===== src/rtl/hdu_pkg.sv =====
// Package: shared constants and types for the read-after-write interlock.
// Assumes: three stages downstream of decode, in order execute, memory, write-back.
package hdu_pkg;
    localparam int NUM_STAGES = 3;
    localparam int STG_EX     = 0;
    localparam int STG_MEM    = 1;
    localparam int STG_WB     = 2;

    // Destination-select encoding carried by every downstream stage.
    typedef enum logic {
        DST_RT = 1'b0,
        DST_RD = 1'b1
    } dst_sel_e;
endpackage


===== src/rtl/hdu_dest_pick.sv =====
// Module: picks the register a downstream stage will write, and says whether
// that write can create a dependence.
// Assumes: sel = 1 picks rd, sel = 0 picks rt. When SKIP_ZERO is set,
// register 0 is hard-wired and never counts as a destination.
module hdu_dest_pick #(
    parameter int REG_W     = 5,
    parameter bit SKIP_ZERO = 1'b1
) (
    input  logic             wr_en,
    input  logic             sel_rd,
    input  logic [REG_W-1:0] fld_rt,
    input  logic [REG_W-1:0] fld_rd,
    output logic             dst_valid,
    output logic [REG_W-1:0] dst_idx
);
    import hdu_pkg::*;

    logic nonzero;

    // Choose the written field according to the destination select.
    always_comb begin
        dst_idx = (dst_sel_e'(sel_rd) == DST_RD) ? fld_rd : fld_rt;
    end

    // Pick between the two register-0 policies.
    generate
        if (SKIP_ZERO) begin : g_skip_zero
            assign nonzero = |dst_idx;
        end else begin : g_keep_zero
            assign nonzero = 1'b1;
        end
    endgenerate

    // A destination counts only if the stage really writes it.
    always_comb begin
        dst_valid = wr_en & nonzero;
    end
endmodule


===== src/rtl/hdu_src_cmp.sv =====
// Module: compares both decode source fields against one stage destination.
// Assumes: dst_valid already covers the write enable and the register-0 rule.
module hdu_src_cmp #(
    parameter int REG_W = 5
) (
    input  logic [REG_W-1:0] src_a,
    input  logic [REG_W-1:0] src_b,
    input  logic             dst_valid,
    input  logic [REG_W-1:0] dst_idx,
    output logic             hit
);
    logic match_a;
    logic match_b;

    // Equality against each source field.
    always_comb begin
        match_a = (src_a == dst_idx);
        match_b = (src_b == dst_idx);
    end

    // A hit on either source field, qualified by a valid destination.
    always_comb begin
        hit = dst_valid & (match_a | match_b);
    end
endmodule


===== src/rtl/hdu_stall_gen.sv =====
// Module: merges the per-stage hits into the front-end hold and bubble controls.
// Assumes: any single hit is enough to stall; the outputs are combinational.
module hdu_stall_gen #(
    parameter int N = 3
) (
    input  logic [N-1:0] stage_hit,
    output logic         pc_we,
    output logic         ifid_we,
    output logic         ctrl_zero
);
    logic stall;

    // Any stage hit stalls the front end.
    always_comb begin
        stall = |stage_hit;
    end

    // Hold PC and fetch/decode register; zero the decode controls.
    always_comb begin
        pc_we     = ~stall;
        ifid_we   = ~stall;
        ctrl_zero = stall;
    end
endmodule


===== src/rtl/hazard_interlock.sv =====
// Module: read-after-write interlock for a five-stage pipeline with no bypass.
// It compares the decode sources with the execute, memory and write-back
// destinations, and stalls until the producer has left write-back.
// Assumes: the register file does not pass a write through to a same-cycle
// read. Register 0 is hard-wired to zero. The block is fully combinational.
module hazard_interlock #(
    parameter int REG_W     = 5,
    parameter bit SKIP_ZERO = 1'b1
) (
    input  logic [REG_W-1:0] dec_rs,
    input  logic [REG_W-1:0] dec_rt,
    input  logic             ex_wr,
    input  logic             ex_dst_rd,
    input  logic [REG_W-1:0] ex_rt,
    input  logic [REG_W-1:0] ex_rd,
    input  logic             mem_wr,
    input  logic             mem_dst_rd,
    input  logic [REG_W-1:0] mem_rt,
    input  logic [REG_W-1:0] mem_rd,
    input  logic             wb_wr,
    input  logic             wb_dst_rd,
    input  logic [REG_W-1:0] wb_rt,
    input  logic [REG_W-1:0] wb_rd,
    output logic             pc_we,
    output logic             ifid_we,
    output logic             ctrl_zero
);
    import hdu_pkg::*;

    localparam int NS = NUM_STAGES;

    logic [NS-1:0]    st_wr;
    logic [NS-1:0]    st_sel;
    logic [REG_W-1:0] st_rt [NS];
    logic [REG_W-1:0] st_rd [NS];
    logic [NS-1:0]    st_dvalid;
    logic [REG_W-1:0] st_didx [NS];
    logic [NS-1:0]    stage_hit;

    // Gather the stage ports into indexed arrays.
    always_comb begin
        st_wr[STG_EX]  = ex_wr;   st_sel[STG_EX]  = ex_dst_rd;
        st_rt[STG_EX]  = ex_rt;   st_rd[STG_EX]   = ex_rd;
        st_wr[STG_MEM] = mem_wr;  st_sel[STG_MEM] = mem_dst_rd;
        st_rt[STG_MEM] = mem_rt;  st_rd[STG_MEM]  = mem_rd;
        st_wr[STG_WB]  = wb_wr;   st_sel[STG_WB]  = wb_dst_rd;
        st_rt[STG_WB]  = wb_rt;   st_rd[STG_WB]   = wb_rd;
    end

    // One destination picker and one comparator per downstream stage.
    generate
        for (genvar s = 0; s < NS; s++) begin : g_stage
            hdu_dest_pick #(.REG_W(REG_W), .SKIP_ZERO(SKIP_ZERO)) u_pick (
                .wr_en     (st_wr[s]),
                .sel_rd    (st_sel[s]),
                .fld_rt    (st_rt[s]),
                .fld_rd    (st_rd[s]),
                .dst_valid (st_dvalid[s]),
                .dst_idx   (st_didx[s])
            );
            hdu_src_cmp #(.REG_W(REG_W)) u_cmp (
                .src_a     (dec_rs),
                .src_b     (dec_rt),
                .dst_valid (st_dvalid[s]),
                .dst_idx   (st_didx[s]),
                .hit       (stage_hit[s])
            );
        end
    endgenerate

    hdu_stall_gen #(.N(NS)) u_stall (
        .stage_hit (stage_hit),
        .pc_we     (pc_we),
        .ifid_we   (ifid_we),
        .ctrl_zero (ctrl_zero)
    );
endmodule


===== config.mk =====
export PLATFORM = sky130hd
export DESIGN_NAME = hazard_interlock
export DESIGN_NICKNAME = d
export VERILOG_FILES = /design/src/rtl/hdu_pkg.sv /design/src/rtl/hdu_dest_pick.sv /design/src/rtl/hdu_src_cmp.sv /design/src/rtl/hdu_stall_gen.sv /design/src/rtl/hazard_interlock.sv
export SDC_FILE = /design/constraint.sdc
export NUM_CORES = 1
export LEC_CHECK = 0
export BUFFER_PORTS_ARGS = -buffer_cell sky130_fd_sc_hd__buf_2
export CAP_MARGIN = 20
export CORE_MARGIN = 8
export CORE_UTILIZATION = 42
export DETAILED_ROUTE_END_ITERATION = 12
export PLACE_DENSITY = 0.83
export SLEW_MARGIN = 20
export SYNTH_ARGS = -nofsm -noshare
export SYNTH_HDL_FRONTEND = slang
export SYNTH_SLANG_ARGS = --single-unit
export TNS_END_PERCENT = 1

===== constraint.sdc =====
create_clock -name vclk -period 3.52
set_input_delay 1.056 -clock vclk [all_inputs]
set_output_delay 1.056 -clock vclk [all_outputs]
set_load 0.05 [all_outputs]

Word-level counts from Yosys, hierarchy flattened
Index checks and enable logic that the tools add are counted.

Add/sub/neg operators: 0. Multiply operators: 0. Divide/modulo/power cells: 0. Order comparisons: 0. Eq/ne operators: 6. Shifts and indexed selects: 0. Multiplexer cells: 3. Bitwise logic cells: 10. Reductions and logical operators: 4.

Operator list (count): $eq 5x5->1 (6); $mux 5 (3); $reduce_or 5->1 (3); $and 1x1->1 (6); $or 1x1->1 (3); $reduce_or 3->1 (1); $not 1->1 (1).

Register bits: 0. Bits in latches: 0. Memory bits (writable): 0. Bits in read-only memories: 0. Bits of input ports: 46. Output and inout port bits: 3. Memories kept: 0.

Depth between registers and ports, before layout
Gate-level depths: netlist of the first run.

Depth after elaboration: 6. Depth in mapped cells: 8. Depth with buffers taken out: 6.

Cells and area by module
From an unflattened synthesis of the first run, not the netlist that was laid out.

Cell total of the unflattened synthesis: 72. Area, all modules: 600.6 sq um.

By module, submodules not included: hdu_src_cmp (instances 3, cells each 15, area an instance 113.9 sq um); hdu_dest_pick (instances 3, cells each 8, area an instance 80.1 sq um); hdu_stall_gen (instances 1, cells each 3, area an instance 18.8 sq um).

Worst setup path after synthesis of the first run
No wires, ideal clock.

Path kind: in2out. From: input wb_dst_rd. To: output pc_we. Arrival: 3.498 ns. Slack: -1.034 ns. Stages: 8. Path buffers: 2. Cells stage by stage: buf_6 -> or4_1 -> o22ai_1 -> nand2_1 -> nand2_1 -> a21oi_1 -> nor3_1 -> buf_4.

Word-level cells in the longest chain between the ends: 6. Elaborated cells on any way between the ends: 9.

Ends and longest elaborated chain: from (decl) (RTL line hazard_interlock.sv:21) `input logic wb_dst_rd,`; $mux 5 * (RTL line hdu_dest_pick.sv:22) `dst_idx = (dst_sel_e'(sel_rd) == DST_RD) ? fld_rd : fld_rt;`; $eq 5x5->1 (tied with other cells) (RTL line hdu_src_cmp.sv:17) `match_a = (src_a == dst_idx);`; $or 1x1->1 / $and 1x1->1 (equally long branches) (RTL line hdu_src_cmp.sv:23, hdu_dest_pick.sv:36); $and 1x1->1 * (RTL line hdu_src_cmp.sv:23) `hit = dst_valid & (match_a | match_b);`; $reduce_or 3->1 * (RTL line hdu_stall_gen.sv:15) `stall = |stage_hit;`; $not 1->1 *; to (decl) (RTL line hazard_interlock.sv:24) `output logic pc_we,`.

Every way passes the cells marked *; elsewhere a longest branch is shown, timed or not.

Worst setup path after layout of the first run
From: input mem_dst_rd. To: output ctrl_zero.

Word-level cells in the longest chain between the ends: 5. Elaborated cells on any way between the ends: 8.

Ends and longest elaborated chain: from (decl) (RTL line hazard_interlock.sv:17) `input logic mem_dst_rd,`; $mux 5 * (RTL line hdu_dest_pick.sv:22); $eq 5x5->1 (tied with other cells) (RTL line hdu_src_cmp.sv:17); $or 1x1->1 / $and 1x1->1 (equally long branches) (RTL line hdu_src_cmp.sv:23, hdu_dest_pick.sv:36); $and 1x1->1 * (RTL line hdu_src_cmp.sv:23); $reduce_or 3->1 * (RTL line hdu_stall_gen.sv:15); to (decl) (RTL line hazard_interlock.sv:26) `output logic ctrl_zero`.

Marked as above.

==> results of run 1 <==
routing by layer:
| layer | wire [microns] | GRT usage [%] |
|---|---|---|
| met1 | 1066 | 18.71 |
| met2 | 1429 | 29.77 |
| met3 | 194 | 3.804 |
| met4 | 64 | 0.8197 |
| met5 | 0 | 0 |
cell usage after synthesis (all sizes together):
master / count / area (sq um)
a21oi: 3 / 15.01
buf: 4 / 28.78
mux2i: 15 / 153.9
nand2: 2 / 7.510
nand3: 6 / 30.03
nand3b: 2 / 15.01
nor3: 7 / 35.03
nor4: 2 / 12.51
o22ai: 1 / 6.260
o311ai: 2 / 17.52
or3: 1 / 6.260
or4: 3 / 22.52
or4b: 1 / 10.01
xnor2: 18 / 157.7
xor2: 12 / 105.1
area by class of cell:
class                      instances  area [sq um]  share of cell area [%]
timing repair buffer              60         384.1                   32.45
multi-input combinational         75         779.5                   65.86
tap                               16         20.02                   1.691
repair_timing:
action	in CTS	in global routing
pin swaps	5	7
gates resized for setup	11	30
hold buffers	0	0
endpoints found under the setup margin	3	3
power by group:
group | switching (mW) | internal [mW] | leakage, nW
clock | 0 | 0 | 0
combinational | 0.0909 | 0.0919 | 0.492
sequential | 0 | 0 | 0
total | 0.0909 | 0.0919 | 0.492
worst max-delay path, cell delays in order:
cell	delay [ps]
clkbuf_4	230
mux2i_2	310
xnor2_1	180
nor3_1	100
nand3_1	110
a21oi_2	70
or3_1	390
buf_6	160
stage by stage:
stage                     TNS (ps)  cell area (sq um)  instances
after floorplan             -296.8              655.6         79
after global placement      -436.0              968.4        151
after detailed placement    -562.8              968.4        151
after CTS                   -235.9               1018        151
after global routing        -664.1               1184        151
final                       -338.6               1184        151
kinds of logic after synthesis:
logic type	synth area share, %
XOR/XNOR	42.17
AND/OR/NAND/NOR	22.29
multiplexers	24.70
AO/OA/AOI/OAI	6.225
buffers and inverters	4.619
final timing paths:
kind	depth (start not counted)	endpoint
setup / recovery	8	ctrl_zero
hold / removal	5	ctrl_zero
==> flow_summary.toml, run 1 <==
[logic_synthesis]
yosysWarningCount = 0
syn_area_sq_um = 623.1
avgSynthCellArea_sq_um = 7.887
yosysUniqueCellTypes = 18
ys_seq_area_share_pct = 0
syn_nets = 125
synth_cells = 79

[critical_path]
crit_fanout = 7
setup.worst_path.start_class = "input pin"
cp-startpoint = "mem_dst_rd"
cp-end-kind = "primary output"
required_ps = 2460
cp.arrival_ps = 2590
critPathKind = "input pin to primary output"

[timing]
hold_viol_final = 0
fmaxAchievable_mhz = 274.3
period_needed_ps = 3646
finalCritPeriodShare_pct = 103.6
tightest_slew_ps = 273.7
whs_ps = 2657
relSlewSlack_pct = 81.23
maxSlewViolCount = 0
finalSetupViolCount = 3
rsz0062_at_grt = "yes"
fin_ws_ps = -125.9

[finish]
final_core_util_pct = 81.41
mostFrequentLayoutCell = "buf_2"
nets = 183
mostFrequentLayoutCells = "40 x buf_2, 18 x xnor2_1, 12 x xor2_1"
syn_to_final_growth_pct = 89.96
nClkBuffers = 0
n_fill_cell = 95
seq_cells = 0
drive_above_1_share_pct = 62.22
insertedDiodeCount = 0
register_area_sq_um = 0

[die]
core-area_sq_um = 1454
fp-row-count = 14
pin_count = 49
start_util_pct = 42.86
fp.dieH_microns = 54.52
die_width_microns = 54.52
die_area_sq_um = 2972

[power]
total_power_mw = 0.1827
ir_drop_uv = 90.08
p_leak_nw = 0.4922
power.density_nw_per_um2 = 154.4

[drt]
ant_nets = 0
wl_microns = 2755
dr.pass1.iters = 4
wl_per_cell_microns = 18.25
vias = 845
route.detailed.drc = 0
first_iter_violations = 18
viasPerCell = 5.596

[placed_design]
port_buffers = 49
place_ws_ps = -255.6
hpwlAfterDp_microns = 2017
globalplace.congestion = 0.8338

[min_path]
hold_path_class = "input pin to primary output"
min_from = "wb_wr"

[global_routing]
grt_pass1_vias = 900
grt_usage_pct = 15.96
grt_max_degree = 8
antenna_found_initial = 0
grt_first_pass_wirelength_microns = 3732
overflow = 0

[status]
status = "complete, but fails checks"
violations = "setup timing"

[job]
cap_violations = 0

[clock_network]
post_cts_buffers = 0
Note: power is estimated with default switching activity, not from simulation.
==> inputs of run 2 (changes only) <==
--- a/config.mk
+++ b/config.mk
@@ -6,7 +6,6 @@
 export NUM_CORES = 1
 export LEC_CHECK = 0
 export BUFFER_PORTS_ARGS = -buffer_cell sky130_fd_sc_hd__buf_2
-export CAP_MARGIN = 20
 export CORE_MARGIN = 8
 export CORE_UTILIZATION = 42
 export DETAILED_ROUTE_END_ITERATION = 12
==> constraint.sdc (replaced) <==
create_clock -name vclk -period 3.52
set_input_delay 1.056 -clock vclk [all_inputs]
set_output_delay 1.056 -clock vclk [all_outputs]
set_load 0.005 [all_outputs]
==> flow_summary.toml, run 2 (synthesis gave the netlist of run 1 again) <==
[finish]
syn_to_final_growth_pct = 57.03
nClkBuffers = 0
drive_above_1_share_pct = 53.54
final_cells = 143
seq_cells = 0
register_area_sq_um = 0
mostFrequentLayoutCells = "46 x buf_2, 18 x xnor2_1, 12 x xor2_1"
mostFrequentLayoutCell = "buf_2"
nets = 175
insertedDiodeCount = 0

[die]
core-area_sq_um = 1454
fp-row-count = 14
die_width_microns = 54.52
start_util_pct = 42.86
fp.dieH_microns = 54.52
pin_count = 49
die_area_sq_um = 2972

[timing]
finalSetupViolCount = 1
relSlewSlack_pct = 77.15
tightest_slew_ps = 339.6
whs_ps = 2597
tns_ps = -30.01
hold_viol_final = 0
rsz0062_at_grt = "yes"
fmaxAchievable_mhz = 281.7
fin_ws_ps = -30.01
finalCritPeriodShare_pct = 100.9
period_needed_ps = 3550
maxSlewViolCount = 0

[critical_path]
crit_fanout = 2
cp-end-kind = "primary output"
critPathKind = "input pin to primary output"
cp.arrival_ps = 2490
setup.worst_path.start_class = "input pin"
required_ps = 2460

[global_routing]
overflow = 0
grt_first_pass_wirelength_microns = 3415
antenna_found_initial = 0
grt_usage_pct = 14.60
grt_max_degree = 8
grt_pass1_vias = 860

[placed_design]
place_ws_ps = -92.50
globalplace.congestion = 0.8224
port_buffers = 49
placedCellCount = 143
hpwlAfterDp_microns = 1917

[power]
p_leak_nw = 0.4190
ir_drop_uv = 74.02
power.density_nw_per_um2 = 134.5

[drt]
first_iter_violations = 5
wl_microns = 2302
dr.pass1.iters = 4
ant_nets = 0
route.detailed.drc = 0
vias = 786
viasPerCell = 5.497
wl_per_cell_microns = 16.10

[job]
cap_violations = 0

[status]
violations = "setup timing"
status = "complete, but fails checks"

[min_path]
hold_path_class = "input pin to primary output"
run 2: changes by cell type in the layout (fill, tap and decap cells not counted), moves of 3 or more:
cell / change
buf_2: +6
buf_4: -8
buf_6: -3
mux2i_1: +4
mux2i_4: -6
run 2: area by class of cell:
type                       instances  area [sq um]
fill                             125         475.5
multi-input combinational         75         668.1
tap                               16         20.02
timing repair buffer              52         290.3
run 2: per-layer routing:
metal | vias to the layer above | wire, microns | global-route usage, %
met5 | - | 0 | 0
met4 | 0 | 55 | 1.639
met3 | 6 | 119 | 2.174
met2 | 31 | 1238 | 29.77
met1 | 360 | 889 | 15.47
li1 | 389 | - | -
run 2: critical path: stages:
cell	delay [ps]
buf_6	90
or4_1	540
o311ai_2	230
a21oi_1	80
or3_1	360
buf_2	130
run 2: final timing paths:
kind,from,endpoint,slack (ps),cells past startpoint
worst max-delay path,mem_rt[1],ctrl_zero,-30,6
worst min-delay path,wb_wr,pc_we,2600,5
run 2: power by group:
group	leakage [nW]	switching [mW]	total, mW	internal [mW]
logic	0.419	0.0616	0.132	0.0700
clock network	0	0	0	0
registers	0	0	0	0
run 2: timing repair:
item                                   4_1_cts  5_1_grt
gates resized for setup                     10       12
hold buffers                                 0        0
setup endpoints to repair                    3        3
endpoints found under the hold margin        0        0
setup buffers                                0        0
pin swaps                                    5        6
run 2: stage by stage:
stage	utilization (%)	total power, mW	instance area [sq um]
global placement	60.67	0.1112	882.1
CTS	63.25	0.1210	919.6
finish	67.30	0.1316	978.4
global route	67.30	0.1420	978.4
floorplan	-	0.06936	623.1
detailed placement	60.67	0.1157	882.1
